<file path="config.mk">
export PLATFORM = sky130hd
export DESIGN_NAME = ext_addr_seq
export DESIGN_NICKNAME = d
export VERILOG_FILES = /design/src/rtl/ext_seq_pkg.sv /design/src/rtl/instr_split.sv /design/src/rtl/page_addr_unit.sv /design/src/rtl/cycle_pacer.sv /design/src/rtl/ext_addr_seq.sv
export SDC_FILE = /design/constraint.sdc
export NUM_CORES = 1
export LEC_CHECK = 0
export ABC_CLOCK_PERIOD_IN_PS = 3100
export CAP_MARGIN = 5
export CORE_MARGIN = 8
export CORE_UTILIZATION = 51
export DETAILED_ROUTE_END_ITERATION = 7
export PLACE_DENSITY = 0.8
export SLEW_MARGIN = 20
export SYNTH_ARGS = -nofsm -noshare
export SYNTH_HDL_FRONTEND = slang
export SYNTH_SLANG_ARGS = --single-unit
</file>
<file path="constraint.sdc">
create_clock -name clk -period 3.1 [get_ports clk]
set_input_delay 0.775 -clock clk [delete_from_list [all_inputs] [get_ports clk]]
set_output_delay 0.775 -clock clk [all_outputs]
set_load 0.01 [all_outputs]
</file>
<file path="src/rtl/ext_seq_pkg.sv">
package ext_seq_pkg;
  localparam int WORD_W_D = 16;
  localparam int ADDR_W_D = 15;
  localparam int OPND_W_D = 8;
  localparam int FUNC_W_D = 5;
  localparam int BSEL_W_D = 2;
  localparam int PAGE_LOAD_CODE = 28;

  typedef enum logic [1:0] {
    SQ_IDLE  = 2'd0,
    SQ_INDEX = 2'd1,
    SQ_OPND  = 2'd2
  } seq_state_t;
endpackage

</file>
<file path="src/rtl/instr_split.sv">
module instr_split #(
  parameter int WORD_W = 16,
  parameter int FUNC_W = 5,
  parameter int BSEL_W = 2,
  parameter int OPND_W = 8,
  parameter int LOAD_CODE = 28
) (
  input  logic [WORD_W-1:0] word,
  output logic [BSEL_W-1:0] bsel,
  output logic              page_sel,
  output logic [OPND_W-1:0] opnd,
  output logic              is_page_load,
  output logic              is_indexed
);
  localparam int FUNC_LSB = WORD_W - FUNC_W;
  localparam int BSEL_LSB = FUNC_LSB - BSEL_W;
  localparam int PSEL_POS = BSEL_LSB - 1;

  logic [FUNC_W-1:0] func;

  always_comb begin
    func         = word[WORD_W-1:FUNC_LSB];
    bsel         = word[FUNC_LSB-1:BSEL_LSB];
    page_sel     = word[PSEL_POS];
    opnd         = word[OPND_W-1:0];
    is_page_load = (func == FUNC_W'(LOAD_CODE));
    is_indexed   = (bsel != '0);
  end
endmodule

</file>
<file path="src/rtl/page_addr_unit.sv">
module page_addr_unit #(
  parameter int WORD_W = 16,
  parameter int ADDR_W = 15,
  parameter int OPND_W = 8
) (
  input  logic              clk,
  input  logic              rst,
  input  logic              page_load,
  input  logic              page_sel,
  input  logic [OPND_W-1:0] opnd,
  input  logic [ADDR_W-1:0] base_hold,
  input  logic [WORD_W-1:0] index_word,
  output logic [ADDR_W-1:0] base_addr,
  output logic [ADDR_W-1:0] indexed_addr
);
  localparam int PAGE_W = ADDR_W - OPND_W;

  logic [PAGE_W-1:0] page_q;
  logic              unused_bits;

  always_ff @(posedge clk) begin
    if (rst) page_q <= '0;
    else if (page_load) page_q <= opnd[PAGE_W-1:0];
  end

  always_comb begin
    base_addr    = page_sel ? {page_q, opnd} : {{PAGE_W{1'b0}}, opnd};
    indexed_addr = base_hold + index_word[ADDR_W-1:0];
  end

  assign unused_bits = ^{index_word[WORD_W-1:ADDR_W], opnd[OPND_W-1:PAGE_W]};
endmodule

</file>
<file path="src/rtl/cycle_pacer.sv">
module cycle_pacer
  import ext_seq_pkg::*;
#(
  parameter int ADDR_W = 15,
  parameter int BSEL_W = 2
) (
  input  logic              clk,
  input  logic              rst,
  input  logic              take,
  input  logic              is_page_load,
  input  logic              is_indexed,
  input  logic [BSEL_W-1:0] bsel,
  input  logic [ADDR_W-1:0] base_addr,
  input  logic [ADDR_W-1:0] indexed_addr,
  output logic [ADDR_W-1:0] base_hold,
  output logic              idle,
  output logic              mem_req,
  output logic [ADDR_W-1:0] mem_addr,
  output logic              done_valid,
  output logic [1:0]        cycles_taken
);
  seq_state_t state;
  logic       indexed_q;

  assign idle = (state == SQ_IDLE);

  always_ff @(posedge clk) begin
    if (rst) begin
      state        <= SQ_IDLE;
      indexed_q    <= 1'b0;
      base_hold    <= '0;
      mem_req      <= 1'b0;
      mem_addr     <= '0;
      done_valid   <= 1'b0;
      cycles_taken <= 2'd0;
    end else begin
      done_valid <= 1'b0;
      unique case (state)
        SQ_IDLE: if (take) begin
          if (is_page_load) begin
            done_valid   <= 1'b1;
            cycles_taken <= 2'd1;
          end else begin
            base_hold <= base_addr;
            indexed_q <= is_indexed;
            mem_req   <= 1'b1;
            if (is_indexed) begin
              state    <= SQ_INDEX;
              mem_addr <= {{(ADDR_W-BSEL_W){1'b0}}, bsel};
            end else begin
              state    <= SQ_OPND;
              mem_addr <= base_addr;
            end
          end
        end
        SQ_INDEX: begin
          state    <= SQ_OPND;
          mem_addr <= indexed_addr;
        end
        SQ_OPND: begin
          state        <= SQ_IDLE;
          mem_req      <= 1'b0;
          done_valid   <= 1'b1;
          cycles_taken <= indexed_q ? 2'd3 : 2'd2;
        end
        default: state <= SQ_IDLE;
      endcase
    end
  end
endmodule

</file>
<file path="src/rtl/ext_addr_seq.sv">
module ext_addr_seq
  import ext_seq_pkg::*;
#(
  parameter int WORD_W = WORD_W_D,
  parameter int ADDR_W = ADDR_W_D,
  parameter int OPND_W = OPND_W_D,
  parameter int FUNC_W = FUNC_W_D,
  parameter int BSEL_W = BSEL_W_D,
  parameter int LOAD_CODE = PAGE_LOAD_CODE
) (
  input  logic              clk,
  input  logic              rst,
  input  logic              instr_valid,
  input  logic [WORD_W-1:0] instr_word,
  output logic              instr_ready,
  output logic              mem_req,
  output logic [ADDR_W-1:0] mem_addr,
  input  logic [WORD_W-1:0] mem_rdata,
  output logic              done_valid,
  output logic [1:0]        cycles_taken
);
  logic [BSEL_W-1:0] bsel;
  logic              page_sel, is_page_load, is_indexed, take;
  logic [OPND_W-1:0] opnd;
  logic [ADDR_W-1:0] base_addr, indexed_addr, base_hold;

  assign take = instr_valid && instr_ready;

  instr_split #(
    .WORD_W(WORD_W), .FUNC_W(FUNC_W), .BSEL_W(BSEL_W),
    .OPND_W(OPND_W), .LOAD_CODE(LOAD_CODE)
  ) u_split (
    .word(instr_word), .bsel(bsel), .page_sel(page_sel), .opnd(opnd),
    .is_page_load(is_page_load), .is_indexed(is_indexed)
  );

  page_addr_unit #(.WORD_W(WORD_W), .ADDR_W(ADDR_W), .OPND_W(OPND_W)) u_addr (
    .clk(clk), .rst(rst), .page_load(take && is_page_load),
    .page_sel(page_sel), .opnd(opnd), .base_hold(base_hold),
    .index_word(mem_rdata), .base_addr(base_addr), .indexed_addr(indexed_addr)
  );

  cycle_pacer #(.ADDR_W(ADDR_W), .BSEL_W(BSEL_W)) u_pace (
    .clk(clk), .rst(rst), .take(take), .is_page_load(is_page_load),
    .is_indexed(is_indexed), .bsel(bsel), .base_addr(base_addr),
    .indexed_addr(indexed_addr), .base_hold(base_hold), .idle(instr_ready),
    .mem_req(mem_req), .mem_addr(mem_addr), .done_valid(done_valid),
    .cycles_taken(cycles_taken)
  );
endmodule

</file>
Yosys cells after proc, flatten, opt, wreduce, memory -nomap -nowiden

Cells that the tools add are included.

Input bits: 35
Register bits after elaboration: 44
Output and inout port bits: 20
Word-level logic and storage cells: 46

Eq/ne operators: 6
$add $sub $neg: 1
Bitwise logic cells: 1
Reduce and logical (&&, ||, !) cells: 11
Mux-type cells: 19

Operators with widths:

| kind                 | number |
|---|---|
| $mux W15             | 4 |
| $pmux W15 S2         | 1 |
| $add A15 B15 Y15     | 1 |
| $reduce_and A3 Y1    | 4 |
| $mux W2              | 5 |
| $pmux W2 S2          | 2 |
| $reduce_bool A2 Y1   | 3 |
| $eq A5 B5 Y1 const B | 1 |
| $mux W1              | 5 |
| $ne A2 B1 Y1 const B | 2 |
| $pmux W1 S2          | 2 |
| $eq A2 B1 Y1 const B | 1 |
| $eq A2 B2 Y1 const B | 1 |
| $logic_and A1 B1 Y1  | 2 |
| $logic_not A2 Y1     | 1 |
| $ne A2 B2 Y1 const B | 1 |
| $reduce_and A2 Y1    | 1 |
| $not A1 Y1           | 1 |

Longest topological paths before layout

Depth after elaboration: 5
Depth in mapped cells: 8

Hierarchy

From an unflattened synthesis, not the netlist that was laid out.

Cell total of the unflattened synthesis: 322
Area, all modules: 2688.8 um^2

By module, submodules not included:

| module         | instances | cells an instance | area an instance (um^2) | seq. area each (um^2) |
|---|---|---|---|---|
| cycle_pacer    | 1         | 183               | 1560.2                  | 740.7 |
| page_addr_unit | 1         | 123               | 1014.7                  | 140.1 |
| instr_split    | 1         | 14                | 101.3                   | 0.0 |
| ext_addr_seq   | 1         | 2                 | 12.5                    | 0.0 |

Least setup slack after synthesis

OpenSTA, ideal clock, no wires.

Path kind: input port to flip-flop
Start: in mem_rdata[8]
End: reg u_pace.mem_addr[11]
Setup slack: 715 ps
Data arrival time: 2270 ps
Buffers on the path: 1
Required time: 2984 ps
Stages: 7
Cells stage by stage: ha_1 > buf_6 > a21o_1 > a221oi_2 > nor2b_1 > or4_1 > a31o_1

Longest elaborated chain between the ends: 2

Ends and longest elaborated chain:

| element              | RTL line             | source |
|---|---|---|
| start, declared      | ext_addr_seq.sv:18   | `input logic [WORD_W-1:0] mem_rdata,` |
| $add A15 B15 Y15     | page_addr_unit.sv:28 | `indexed_addr = base_hold + index_word[ADDR_W-1:0];` |
| $pmux W15 S2         | cycle_pacer.sv:38    | `unique case (state)` |
| end signal, assigned | cycle_pacer.sv:49    | `mem_addr <= {{(ADDR_W-BSEL_W){1'b0}}, bsel};` |
| end signal, assigned | cycle_pacer.sv:52    | `mem_addr <= base_addr;` |
| end signal, assigned | cycle_pacer.sv:58    | `mem_addr <= indexed_addr;` |
| end, declared        | cycle_pacer.sv:18    | `output logic [ADDR_W-1:0] mem_addr,` |

Every way passes these cells.
A chain may end at the register's enable or synchronous reset.

Final worst setup path

Start: in mem_rdata[0]
End: reg u_pace.mem_addr[14]

Same word-level chain as after synthesis.

==> flow_summary_export.csv <==
group,metric,value,unit
placement,io_buffers,53,
drt,vias,2662,
global_route,grt_pass1_vias,2528,
cells_and_area,fillers,467,
power_and_ir_drop,ir_drop,0.000262,V
cells_and_area,finalNetCount,429,
worst_setup_path,path_cells,"clkdlybuf4s50_1 > ha_1 > inv_1 > fa_1 > nor2b_1 > o31ai_2 > a211oi_1 > o311ai_0 > nand3_1",
global_route,antenna_found_initial,0,
cts,cts_buffers,5,
global_route,grt_max_degree,36,
synthesis,ys_types,53,
worst_setup_path,crit_slowest_cell,"clkdlybuf4s50_1",
synthesis,synth-async-reset-ratio,0,
placement,gp_congestion,0.903,
timing,rsz0062_at_grt,"no",
drt,routed_wl,7.41,mm
worst_setup_path,crit_fanout,4,
synthesis,synth_nets,374,
timing,worst_slew_pin_slew,540,ps
drt,drt_iter0_drc,191,
global_route,grt.overflow.total,0,
cts,cts.sinks,44,
timing,tns,0,ps
global_route,grt_usage,0.199,
cells_and_area,final_layout_size_suffix_gt1_frac,0.0842,
worst_setup_path,cp.arrival,2880,ps
drt,post-route-drc-count,0,
worst_setup_path,crit_required,3340,ps
cts,clk_latency,290,ps
cells_and_area,layout_commonest_cell,"clkdlybuf4s50_1",
drt,final_antenna_net_count,0,
timing,setup_violations,0,
placement,hpwlAfterDp,5.52,mm
floorplan,design.core.area,5010,um^2
job,drv_cap,0,
drt,first_pass_iters,5,
timing,skew,4.79,ps
hold_path,hold_class,"reg -> reg",
global_route,grt_pass1_wl,12.0,mm
cts,post_cts_resized,0,
floorplan,die_area,7610,um^2
cells_and_area,num_antenna_cells,0,
cts,cts_hold_buf,0,
cts,post_cts.repair.setup_buffers,0,
floorplan,ios,55,
synthesis,synth_edf_count,0,
synthesis,synth-main-ff-cell,"dfxtp_1",
cts,cts_tree,"built",
synthesis,avgSynthCellArea,7.99,um^2
cells_and_area,fin_cells,450,
synthesis,ys_seq_area_frac,0.340,
floorplan,die_w,87.3,um
floorplan,die_height,87.3,um
cts,path_clk_slew,80,ps
timing,hold_viol_final,0,
timing,finalMaxSlewViolations,0,
worst_setup_path,end_kind,"flip-flop",
timing,slew_headroom,0.640,
floorplan,fp-row-count,26,
synthesis,yosysWarnings,0,
drt,vias_per_cell,5.92,
timing,max_freq,378,MHz
worst_setup_path,max_stage_delay,460,ps
drt,wl_per_cell,16.5,um
status,status,"finished, final reports clean",
cts,cts_max_level,2,
worst_setup_path,path_class,"in -> reg",
synthesis,ys_ff_latch,44,
cells_and_area,area_growth,28.6,%
synthesis,syn_inst,324,
timing,fin_crit,2640,ps
power_and_ir_drop,p_leak,1.36,nW
cts,root_buffer,"clkbuf_8",
cells_and_area,layout_common_cells,"clkdlybuf4s50_1, a21oi_1, dfxtp_1",
floorplan,start_util,0.517,
timing,finalCritPeriodShare,0.852,
placement,dpl.cell_count,442,
power_and_ir_drop,p_per_area,432,nW/um^2
worst_setup_path,worst_setup_path_start_kind,"primary input",
cts,clock_path_buffers,2,
synthesis,syn_area,2590,um^2
-- cells in the mapped netlist, drive strengths merged (2+ instances only) --
cell type,n,area share
a211oi,5,0.014
a21boi,2,0.0058
a21o,6,0.017
a21oi,45,0.091
a31o,3,0.010
a31oi,3,0.0072
and2,3,0.0072
and3,6,0.015
and4,2,0.0077
buf,11,0.030
clkbuf,8,0.012
dfxtp,44,0.34
ha,14,0.068
inv,8,0.012
mux2i,8,0.031
nand2,43,0.062
nand2b,3,0.0072
nand3,18,0.035
nand4,2,0.0048
nand4b,2,0.0068
nor2,20,0.029
nor2b,8,0.019
nor3,9,0.017
o21a,3,0.0087
o21ai,16,0.031
o21bai,2,0.0058
o311ai,3,0.010
o31ai,2,0.0077
or3,5,0.012
xnor2,4,0.014
-- state kept, by name, indices dropped and copies added, names as in the netlist --
register and flops:
u_pace.mem_addr 15, u_pace.state 2, u_addr.page_q 7, u_pace.base_hold 15, u_pace.done_valid 1, u_pace.cycles_taken 2
u_pace.mem_req 1, u_pace.indexed_q 1
-- path summary, 6_finish.rpt --
check                                     startpoint              endpoint  slack (ps)  cells after the start
worst max-delay path                    mem_rdata[0]   u_pace.mem_addr[14]         460                      9
worst min-delay path            u_pace.base_hold[10]  u_pace.base_hold[10]         460                      2
worst max register to register   u_pace.base_hold[0]   u_pace.mem_addr[14]        1050                      8
worst min register to register  u_pace.base_hold[10]  u_pace.base_hold[10]         460                      2
-- critical path: cells and delay by family --
kind | cells | cell delay (ps)
adders and majority gates | 2 | 550
and+or+nand+nor | 2 | 420
buffers and inverters | 2 | 510
AOI/OAI and AO/OA | 3 | 630
-- cell type report --
| cell class | instances | area, um^2 | share of cell area |
|---|---|---|---|
| Timing Repair Buffer | 67 | 636 | 0.191 |
| Inverter | 8 | 30.0 | 0.00902 |
| Tap cell | 70 | 87.6 | 0.0263 |
| Clock buffer | 7 | 96.3 | 0.0289 |
| Clock inverter | 1 | 30.0 | 0.00902 |
| Sequential cell | 44 | 881 | 0.264 |
| Multi-Input combinational cell | 253 | 1570 | 0.471 |
-- cells by family (layout without fill, tap and decap cells) --
| logic type | after synthesis | after routing | synth area share |
|---|---|---|---|
| XOR/XNOR | 4 | 4 | 0.0135 |
| AO/OA/AOI/OAI | 100 | 100 | 0.248 |
| AND/OR/NAND/NOR | 126 | 126 | 0.239 |
| flip-flops | 44 | 44 | 0.340 |
| adder cells (fa/ha/maj) | 15 | 15 | 0.0754 |
| buffers and inverters | 27 | 83 | 0.0536 |
| multiplexers | 8 | 8 | 0.0309 |
-- stage by stage --
| stage | worst slack, ps | util | area [um^2] | total power, W | hold WS (ps) |
|---|---|---|---|---|---|
| floorplan | 715 | - | 2590 | 0.000815 | 436 |
| global placement | 235 | 0.640 | 3200 | 0.000956 | 445 |
| detailed placement | 157 | 0.640 | 3200 | 0.000965 | 448 |
| CTS | 469 | 0.665 | 3330 | 0.00143 | 460 |
| global route | 405 | 0.665 | 3330 | 0.00150 | 489 |
| finish | 458 | 0.665 | 3330 | 0.00144 | 461 |
-- metal layers --
| metal | wire (um) | vias to the layer above | global-route usage |
|---|---|---|---|
| met5 | 0 | - | 0 |
| met4 | 138 | 0 | 0.0641 |
| met3 | 395 | 16 | 0.0321 |
| met2 | 3630 | 100 | 0.328 |
| met1 | 3250 | 1266 | 0.254 |
| li1 | - | 1280 | - |
-- where the power goes --
part | leakage (nW) | internal, W | switching, W
clock | 0.0645 | 0.000284 | 0.000197
combinational | 0.935 | 0.000165 | 0.000173
sequential | 0.359 | 0.000596 | 0.0000221
Power figures use the tool's default switching activity.
